## config.mk

```make
export PLATFORM = sky130hd
export DESIGN_NAME = lookahead_adder
export DESIGN_NICKNAME = d
export VERILOG_FILES = /design/src/rtl/lookahead_pkg.sv /design/src/rtl/la_bit_terms.sv /design/src/rtl/la_slice.sv /design/src/rtl/la_upper.sv /design/src/rtl/lookahead_adder.sv
export SDC_FILE = /design/constraint.sdc
export NUM_CORES = 1
export LEC_CHECK = 0
export ABC_CLOCK_PERIOD_IN_PS = 4100
export BUFFER_PORTS_ARGS = -buffer_cell sky130_fd_sc_hd__buf_2
export CAP_MARGIN = 20
export CORE_MARGIN = 2
export CORE_UTILIZATION = 40
export DETAILED_ROUTE_END_ITERATION = 16
export GPL_TIMING_DRIVEN = 0
export PLACE_DENSITY_LB_ADDON = 0.15
export SYNTH_ARGS = -nofsm -noshare
export SYNTH_HDL_FRONTEND = slang
export SYNTH_SLANG_ARGS = --single-unit
```

## constraint.sdc

```tcl
create_clock -name vclk -period 4.1
set_clock_uncertainty 0.2 [all_clocks]
set_input_delay 0.82 -clock vclk [all_inputs]
set_output_delay 0.82 -clock vclk [all_outputs]
set_load 0.005 [all_outputs]
```

## src/rtl/lookahead_pkg.sv

```systemverilog
package lookahead_pkg;

    localparam int LA_MAX = 16;

    typedef logic [LA_MAX-1:0] la_vec_t;

    // Carry into position pos, as a flattened sum of products:
    // c0 & p[0..pos-1]  |  OR over j<pos of ( g[j] & p[j+1..pos-1] )
    function automatic logic la_carry(input la_vec_t g, input la_vec_t p,
                                      input logic c0, input int pos);
        logic acc;
        logic term;
        acc = c0;
        for (int k = 0; k < LA_MAX; k++) begin
            if (k < pos) acc = acc & p[k];
        end
        for (int j = 0; j < LA_MAX; j++) begin
            if (j < pos) begin
                term = g[j];
                for (int k = 0; k < LA_MAX; k++) begin
                    if (k > j && k < pos) term = term & p[k];
                end
                acc = acc | term;
            end
        end
        return acc;
    endfunction

endpackage

```

## src/rtl/la_bit_terms.sv

```systemverilog
module la_bit_terms (
    input  logic a_i,
    input  logic b_i,
    output logic gen_o,
    output logic prop_o,
    output logic half_o
);
    always_comb begin
        gen_o  = a_i & b_i;
        prop_o = a_i | b_i;
        half_o = a_i ^ b_i;
    end
endmodule

```

## src/rtl/la_slice.sv

```systemverilog
module la_slice
    import lookahead_pkg::*;
#(
    parameter int SLICE = 4
) (
    input  logic [SLICE-1:0] gen_i,
    input  logic [SLICE-1:0] prop_i,
    input  logic [SLICE-1:0] half_i,
    input  logic             cin_i,
    output logic [SLICE-1:0] sum_o,
    output logic             sgen_o,
    output logic             sprop_o
);
    la_vec_t          gen_pad;
    la_vec_t          prop_pad;
    logic [SLICE-1:0] carry_d;

    always_comb begin
        gen_pad               = '0;
        prop_pad              = '0;
        gen_pad[SLICE-1:0]    = gen_i;
        prop_pad[SLICE-1:0]   = prop_i;
        for (int i = 0; i < SLICE; i++) begin
            carry_d[i] = la_carry(gen_pad, prop_pad, cin_i, i);
        end
        sum_o   = half_i ^ carry_d;
        sgen_o  = la_carry(gen_pad, prop_pad, 1'b0, SLICE);
        sprop_o = &prop_i;
    end
endmodule

```

## src/rtl/la_upper.sv

```systemverilog
module la_upper
    import lookahead_pkg::*;
#(
    parameter int NSLICE = 4
) (
    input  logic [NSLICE-1:0] sgen_i,
    input  logic [NSLICE-1:0] sprop_i,
    input  logic              c0_i,
    output logic [NSLICE-1:0] scarry_o,
    output logic              cout_o,
    output logic              wgen_o,
    output logic              wprop_o
);
    la_vec_t gen_pad;
    la_vec_t prop_pad;

    always_comb begin
        gen_pad              = '0;
        prop_pad             = '0;
        gen_pad[NSLICE-1:0]  = sgen_i;
        prop_pad[NSLICE-1:0] = sprop_i;
        for (int i = 0; i < NSLICE; i++) begin
            scarry_o[i] = la_carry(gen_pad, prop_pad, c0_i, i);
        end
        cout_o  = la_carry(gen_pad, prop_pad, c0_i, NSLICE);
        wgen_o  = la_carry(gen_pad, prop_pad, 1'b0, NSLICE);
        wprop_o = &sprop_i;
    end
endmodule

```

## src/rtl/lookahead_adder.sv

```systemverilog
module lookahead_adder #(
    parameter int WIDTH = 16,
    parameter int SLICE = 4
) (
    input  logic [WIDTH-1:0] op_a,
    input  logic [WIDTH-1:0] op_b,
    input  logic             carry_in,
    input  logic             sub,
    output logic [WIDTH-1:0] sum,
    output logic             carry_out,
    output logic             grp_gen,
    output logic             grp_prop,
    output logic             overflow
);
    localparam int NSLICE = WIDTH / SLICE;

    logic [WIDTH-1:0]  b_eff_d;
    logic              c0_d;
    logic [WIDTH-1:0]  gen_w;
    logic [WIDTH-1:0]  prop_w;
    logic [WIDTH-1:0]  half_w;
    logic [NSLICE-1:0] sgen_w;
    logic [NSLICE-1:0] sprop_w;
    logic [NSLICE-1:0] scarry_w;

    always_comb begin
        b_eff_d = sub ? ~op_b : op_b;
        c0_d    = sub | carry_in;
    end

    for (genvar i = 0; i < WIDTH; i++) begin : g_bit
        la_bit_terms u_bit (
            .a_i    (op_a[i]),
            .b_i    (b_eff_d[i]),
            .gen_o  (gen_w[i]),
            .prop_o (prop_w[i]),
            .half_o (half_w[i])
        );
    end

    for (genvar s = 0; s < NSLICE; s++) begin : g_slice
        la_slice #(.SLICE(SLICE)) u_slice (
            .gen_i   (gen_w[s*SLICE +: SLICE]),
            .prop_i  (prop_w[s*SLICE +: SLICE]),
            .half_i  (half_w[s*SLICE +: SLICE]),
            .cin_i   (scarry_w[s]),
            .sum_o   (sum[s*SLICE +: SLICE]),
            .sgen_o  (sgen_w[s]),
            .sprop_o (sprop_w[s])
        );
    end

    la_upper #(.NSLICE(NSLICE)) u_upper (
        .sgen_i   (sgen_w),
        .sprop_i  (sprop_w),
        .c0_i     (c0_d),
        .scarry_o (scarry_w),
        .cout_o   (carry_out),
        .wgen_o   (grp_gen),
        .wprop_o  (grp_prop)
    );

    always_comb begin
        if (sub)
            overflow = (op_a[WIDTH-1] != op_b[WIDTH-1]) && (sum[WIDTH-1] != op_a[WIDTH-1]);
        else
            overflow = (op_a[WIDTH-1] == op_b[WIDTH-1]) && (sum[WIDTH-1] != op_a[WIDTH-1]);
    end
endmodule

```

# Yosys cells after proc, flatten, opt, wreduce, memory -nomap -nowiden
# Cells that the tools add are included.
dict set report word_totals {
  inputBits 34
  word_cells 161
  out_inout_bits 20
  reg_bits 0
}
dict set report classes {
  reduce_logical 7
  mux 2
  eq_ne 3
  bitwise 149
}
# operator count
set op_table {}
lappend op_table {{1-bit OR} 66}
lappend op_table {{1-bit AND} 62}
lappend op_table {{16-bit two-way mux} 1}
lappend op_table {{16-bit inverter} 1}
lappend op_table {{16-bit AND reduction} 1}
lappend op_table {{4-bit AND reduction} 4}
lappend op_table {{1-bit XOR} 16}
lappend op_table {{4-bit XOR} 4}
lappend op_table {{1-bit logical AND} 2}
lappend op_table {{1-bit != test} 2}
lappend op_table {{1-bit == test} 1}
lappend op_table {{1-bit two-way mux} 1}

# Depth between registers and ports, before layout
# Gate-level depths: netlist of the first run.
dict set report logic_depth {
  ltp_word 24
  mapped_depth 12
  ltp_nobuf 10
}

# By module
# A second synthesis of the first run with hierarchy kept.
dict set report unflattened {
  cells_unflattened 173
  area_unflattened_um2 1252.5
}
# module n_inst seq_area_each_um2 cells_per_inst area_each_um2
set modules_own_cells {}
lappend modules_own_cells {la_bit_terms 16 0.0 5 36.3}
lappend modules_own_cells {la_slice 4 0.0 15 97.6}
lappend modules_own_cells {lookahead_adder 1 0.0 22 214.0}
lappend modules_own_cells {la_upper 1 0.0 11 67.6}

# Worst setup path before layout of the first run
# OpenSTA, ideal clock, no wires.
dict set report synth_path {
  path_type {input to output}
  start {input port sub}
  end {output port overflow}
  arrival_ps 3118
  slack_ps -38
  t_required_ps 3080
  cell_stages 12
  path_buffers 2
  path_cell_list {buf_2 > buf_2 > xor2_1 > inv_1 > ha_1 > nor4_4 > nand2_1 > a31oi_1 > a211oi_2 > mux2i_1 > xor2_1 > mux2i_1}
}
dict set report synth_between {
  elab_chain_len 23
  elab_cells_between_ends 86
  classes_between {eq/ne: 1; mux: 2; bitwise: 78; reduce/logical: 5}
}
# element line_no
set synth_rtl {}
lappend synth_rtl {{start, declared} lookahead_adder.sv:8} ;# input logic sub,
lappend synth_rtl {{16-bit two-way mux} lookahead_adder.sv:27} ;# b_eff_d = sub ? ~op_b : op_b;
lappend synth_rtl {{1-bit AND / 1-bit OR (equally long branches)} {la_bit_terms.sv:9, la_bit_terms.sv:10}}
lappend synth_rtl {{1-bit AND (3 in a row)} lookahead_pkg.sv:21} ;# if (k > j && k < pos) term = term & p[k];
lappend synth_rtl {{1-bit OR (3 in a row)} lookahead_pkg.sv:23} ;# acc = acc | term;
lappend synth_rtl {{1-bit AND (2 in a row)} lookahead_pkg.sv:21}
lappend synth_rtl {{1-bit OR (3 in a row)} lookahead_pkg.sv:23}
lappend synth_rtl {{1-bit AND (3 in a row)} lookahead_pkg.sv:15} ;# if (k < pos) acc = acc & p[k];
lappend synth_rtl {{1-bit OR (3 in a row)} lookahead_pkg.sv:23}
lappend synth_rtl {{4-bit XOR *} la_slice.sv:26} ;# sum_o = half_i ^ carry_d;
lappend synth_rtl {{named net sum[15]} lookahead_adder.sv:9} ;# output logic [WIDTH-1:0] sum,
lappend synth_rtl {{1-bit != test *} {lookahead_adder.sv:65, lookahead_adder.sv:67}}
lappend synth_rtl {{1-bit logical AND (on tied branches)} {lookahead_adder.sv:67, lookahead_adder.sv:65}}
lappend synth_rtl {{1-bit two-way mux *} lookahead_adder.sv:64} ;# if (sub)
lappend synth_rtl {{end, declared} lookahead_adder.sv:13} ;# output logic overflow
# Mark *: on every way through the listed nets, which the timed path passes. The rest lies on a longest branch.

# Worst setup path after layout of the first run
dict set report layout_path {
  start {input port sub}
  end {output port sum[12]}
}
dict set report layout_between {
  elab_chain_len 14
  elab_cells_between_ends 67
  classes_between {mux: 1; bitwise: 63; reduce/logical: 3}
}
# element line_no
set layout_rtl {}
lappend layout_rtl {{16-bit two-way mux} lookahead_adder.sv:27}
lappend layout_rtl {{1-bit AND / 1-bit OR (equally long branches)} {la_bit_terms.sv:9, la_bit_terms.sv:10}}
lappend layout_rtl {{1-bit AND (3 in a row)} lookahead_pkg.sv:21}
lappend layout_rtl {{1-bit OR (3 in a row)} lookahead_pkg.sv:23}
lappend layout_rtl {{1-bit AND (2 in a row)} lookahead_pkg.sv:21}
lappend layout_rtl {{1-bit OR (3 in a row)} lookahead_pkg.sv:23}
lappend layout_rtl {{4-bit XOR *} la_slice.sv:26}
lappend layout_rtl {{end, declared} lookahead_adder.sv:9}
# Mark *: on every way between the ends. The rest lies on a longest branch, timed or not.

==> out/summary.txt, run 1 <==
chip width = 60.0 µm
sequential power share = 0%
Crit path required time = 3.08 ns
unrepaired setup endpoints after global routing = true
Hold Path Class = in2out
DR vias = 1220
all-layer global routing usage = 13.2%
Post-Layout Cell Count = 278
Core Util, Final = 62.8%
post-route setup TNS = -0.0328 ns
sequential cell count = 0
Hold WS = 1.78 ns
syn nets = 238
grt total ovfl = 0
Worst setup EP type = primary output
largest net degree at the start of global routing = 11
Slew @ Worst Pin = 0.527 ns
Pint = 0.174 mW
initial antenna violation count = 0
hold_sp = op_a[15]
VDD IR max = 0.0758 mV
crit-path max FO = 6
Placed Cells = 265
WHS Endpoint = overflow
CTS Hold Bufs = 0
Avg Inst Size Synth = 7.48 µm²
most common cell after layout, fill and taps aside = buf_2
layout cell share with drive strength beyond 1 = 41.0%
Fin. Hold Viols = 0
mean routed wirelength per cell = 9.37 µm
Post-DP HPWL = 2080 µm
first-pass GRT wire length = 3870 µm
failing checks = setup timing
Fmax achieved = 242 MHz
Net Sw Power = 0.162 mW
Comb power frac = 100.0%
Synth warnings = 0
DR DRC count = 0
Synth cell types = 26
Via density = 4.39
Routability Congestion = 0.736
Synth Instances = 168
P per Cell Area = 176 mW/mm²
CP Class = in2out
core area = 0.00303 mm²
# clk buffers = 0
Post-DRT Antenna Nets = 0
Pleak = 1.04 nW
setup ws final = -0.0328 ns
sequential area share after synthesis = 0%
routed wire length = 2610 µm
Hold Path Depth = 4
Row Count = 20
Critical Path AT = 3.11 ns
number of antenna diodes = 0
Boundary Pins = 54
Port Buffers = 53
relative slew slack = 64.5%
Tcrit/Tclk final = 101%
commonest cells after routing, fill and taps aside = buf_2, inv_1, ha_1
final setup fails = 1
die footprint = 0.00360 mm²
register area = 0 µm²
Initial Utilization = 41.5%
Final Max Tran Viols = 0
drt pass-1 iters = 4
overall power = 0.335 mW
CP Launch Type = primary input
Layout Nets = 306
clock share of power = 0%
Mapped Area = 0.00126 mm²
Tmin final = 4.13 ns
area grow syn2layout = 51.3%
Die Y = 60.0 µm
max cap viols = 0
Starting DRT DRC Count = 21
vias in the first global route = 994
outcome = finished, violations left
Sw Share = 48.2%
worst max path at each step:
stage / end / cells past startpoint / startpoint
after floorplan: overflow / 12 / sub
after global placement: overflow / 12 / sub
after detailed placement: overflow / 12 / sub
after CTS: overflow / 12 / sub
after global routing: overflow / 13 / sub
final: sum[12] / 14 / sub
layer usage:
| metal | global-route usage [%] | share of wire [%] |
|---|---|---|
| met5 | 0 | 0 |
| met4 | 0 | 0 |
| met3 | 0.216 | 4.0 |
| met2 | 23.3 | 52 |
| met1 | 19.1 | 44 |
power groups by stage:
stage | sequential, mW | clock [mW] | combinational, mW
after global routing | 0 | 0 | 0.376
after floorplan | 0 | 0 | 0.185
after global placement | 0 | 0 | 0.281
after CTS | 0 | 0 | 0.309
after detailed placement | 0 | 0 | 0.283
final | 0 | 0 | 0.335
logic make-up (layout without fill, tap and decap cells):
kind of cell / Yosys count / count (layout) / share of synthesized area [%]
buffers and inverters: 48 / 114 / 14.5
multiplexers: 2 / 2 / 1.59
AND/OR/NAND/NOR: 27 / 27 / 12.6
XOR/XNOR: 28 / 28 / 19.5
AO/OA/AOI/OAI: 27 / 27 / 13.4
adder cells (fa/ha/maj): 36 / 36 / 38.2
worst max-delay path, cell delays in order:
cell      delay [ns]
buf_12          0.11
buf_12          0.14
buf_8           0.14
xor2_2          0.16
inv_2           0.08
ha_4            0.17
nor4_4          0.27
nand2_1         0.13
a31oi_4         0.18
a211oi_4        0.07
buf_4           0.16
fa_2            0.51
inv_1           0.03
buf_2           0.11
metrics by stage:
step | setup WS, ns | instance area (µm²)
finish | -0.0328 | 1900
global route | -0.123 | 1900
CTS | 0.00704 | 1710
detailed placement | -0.362 | 1580
global placement | -0.356 | 1580
floorplan | 0.0322 | 1260
Yosys cell counts, types with 3 or more instances:
master / n / area share (%)
inv_1: 46 / 14
ha_1: 32 / 32
xor2_1: 15 / 10
a21oi_1: 14 / 5.6
xnor2_1: 13 / 9.1
nor2_1: 12 / 3.6
nand2_1: 6 / 1.8
fa_1: 4 / 6.4
o21bai_1: 3 / 1.8
layout make-up:
cell class                 count  area (µm²)
buffer                         2        40.0
fill                         292        1130
inverter                      46         173
multi-input combinational    120        1250
tap                           44        55.1
timing repair buffer          66         387
what timing repair did:
action,CTS,global route
pin swaps,7,14
gates resized for setup,22,19
endpoints found under the setup margin,11,7
hold endpoints to repair,0,0
setup buffers,2,11
Note: power is estimated with default switching activity, not from simulation.
==> run 2, diff against run 1 <==
--- a/config.mk
+++ b/config.mk
@@ -5,7 +5,7 @@
 export SDC_FILE = /design/constraint.sdc
 export NUM_CORES = 1
 export LEC_CHECK = 0
-export ABC_CLOCK_PERIOD_IN_PS = 4100
+export ABC_CLOCK_PERIOD_IN_PS = 4700
 export BUFFER_PORTS_ARGS = -buffer_cell sky130_fd_sc_hd__buf_2
 export CAP_MARGIN = 20
 export CORE_MARGIN = 2
==> constraint.sdc (replaced) <==
create_clock -name vclk -period 4.7
set_clock_uncertainty 0.2 [all_clocks]
set_input_delay 0.94 -clock vclk [all_inputs]
set_output_delay 0.94 -clock vclk [all_outputs]
set_load 0.005 [all_outputs]
==> run 2 against run 1 <==
The flow now finishes without violations. Count of clock-buffer cells in the layout is the same. Via count fell by 6.2%. Non-clock buffer count is 12 lower. Routed wire length decreased by 12%. Sequential cell count is the same. First-iteration DRC count is 19% lower. Critical path depth shrank 1. Setup slack better by 0.19 ns. Global-route usage grew 0.14 points. Hold slack better by 0.24 ns. Largest cell class unchanged.
==> out/summary.txt, run 2 (synthesis gave the netlist of run 1 again) <==
Worst setup EP type = primary output
Fin. Hold Viols = 0
Crit path required time = 3.56 ns
CP peak stage delay = 0.40 ns
core area = 0.00303 mm²
Hold WS = 2.02 ns
Pint = 0.123 mW
CTS Hold Bufs = 0
placed instance area = 0.00158 mm²
Initial Utilization = 41.5%
first-pass GRT wire length = 3910 µm
grt total ovfl = 0
slowest CP cell = fa_1
Layout fillers = 320
sequential cell count = 0
Hold Path Class = in2out
largest net degree at the start of global routing = 11
Fmax achieved = 220 MHz
routed wire length = 2300 µm
drt pass-1 iters = 4
sequential power share = 0%
Post-DRT Antenna Nets = 0
register area = 0 µm²
Critical Path AT = 3.41 ns
layout cell share with drive strength beyond 1 = 28.4%
final setup fails = 0
crit-path max FO = 10
die footprint = 0.00360 mm²
overall power = 0.246 mW
VDD IR max = 0.0593 mV
P per Cell Area = 154 mW/mm²
Pleak = 0.936 nW
Net Sw Power = 0.122 mW
chip width = 60.0 µm
Design Area, Final = 0.00159 mm²
Routability Congestion = 0.736
Sw Share = 49.8%
clock share of power = 0%
Place WS = -0.105 ns
outcome = finished clean
relative slew slack = 60.0%
CP Class = in2out
initial antenna violation count = 0
post-route setup TNS = 0 ns
Comb power frac = 100.0%
Final Max Tran Viols = 0
max cap viols = 0
Row Count = 20
Starting DRT DRC Count = 17
commonest cells after routing, fill and taps aside = buf_2, inv_1, ha_1, xor2_1, a21oi_1
Tcrit/Tclk final = 96.7%
Boundary Pins = 54
Layout Nets = 294
DR vias = 1144
CP Launch Type = primary input
Post-DP HPWL = 2100 µm
Slew @ Worst Pin = 0.595 ns
unrepaired setup endpoints after global routing = false
mean routed wirelength per cell = 8.63 µm
Hold Path Depth = 4
setup ws final = 0.154 ns
Tmin final = 4.55 ns
# clk buffers = 0
number of antenna diodes = 0
Via density = 4.30
crit-path cells = clkbuf_4, buf_6, xor2_1, inv_1, ha_1, nor4_4, nand2_1, a31oi_1, a211oi_2, buf_4, fa_1, xnor2_1, buf_2
vias in the first global route = 977
most common cell after layout, fill and taps aside = buf_2
DR DRC count = 0
all-layer global routing usage = 13.4%
Die Y = 60.0 µm
Port Buffers = 53
area grow syn2layout = 26.8%
## run 2: worst paths after layout
kind              slack [ns]  endpoint      from
hold / removal          2.02  overflow  op_a[15]
setup / recovery        0.15   sum[13]       sub
## run 2: critical path: cells and delay by family
kind            cells  cell delay [ns]
compound gates      2             0.28
xor+xnor            2             0.32
simple gates        2             0.41
buf+inv             5             0.83
fa+ha+maj           2             0.63
## run 2: per-stage QoR
| step | utilization, % | instances |
|---|---|---|
| after global placement | 52.1 | 265 |
| after CTS | 52.1 | 265 |
| after global routing | 52.6 | 266 |
| final | 52.6 | 266 |
| after detailed placement | 52.1 | 265 |
| after floorplan | - | 168 |
## run 2: repair_timing
action                     CTS  global route
buffers inserted             0             1
resized for setup            1             2
setup endpoints to repair    1             4
pin swaps                    0             1
## run 2: layout make-up
type	instances	area [µm²]	area share (%)
well taps	44	55.1	3.46
inverters	46	173	10.8
multi-input cells	120	1070	67.4
plain buffers	2	18.8	1.18
repair buffers	54	273	17.1
## run 2: metal layers
layer | share of wire (%) | GRT usage [%] | vias to the layer above
met1 | 46 | 17.9 | 489
li1 | - | - | 625
met3 | 4.9 | 0.433 | 0
met5 | 0 | 0 | -
met2 | 49 | 25.0 | 30
met4 | 0 | 0 | 0
## run 2: power groups by stage
stage,clock (mW),sequential (mW),combinational (mW)
6_report,0,0,0.246
3_3_place_gp,0,0,0.245
3_5_place_dp,0,0,0.246
2_1_floorplan,0,0,0.161
4_1_cts,0,0,0.248
5_1_grt,0,0,0.283
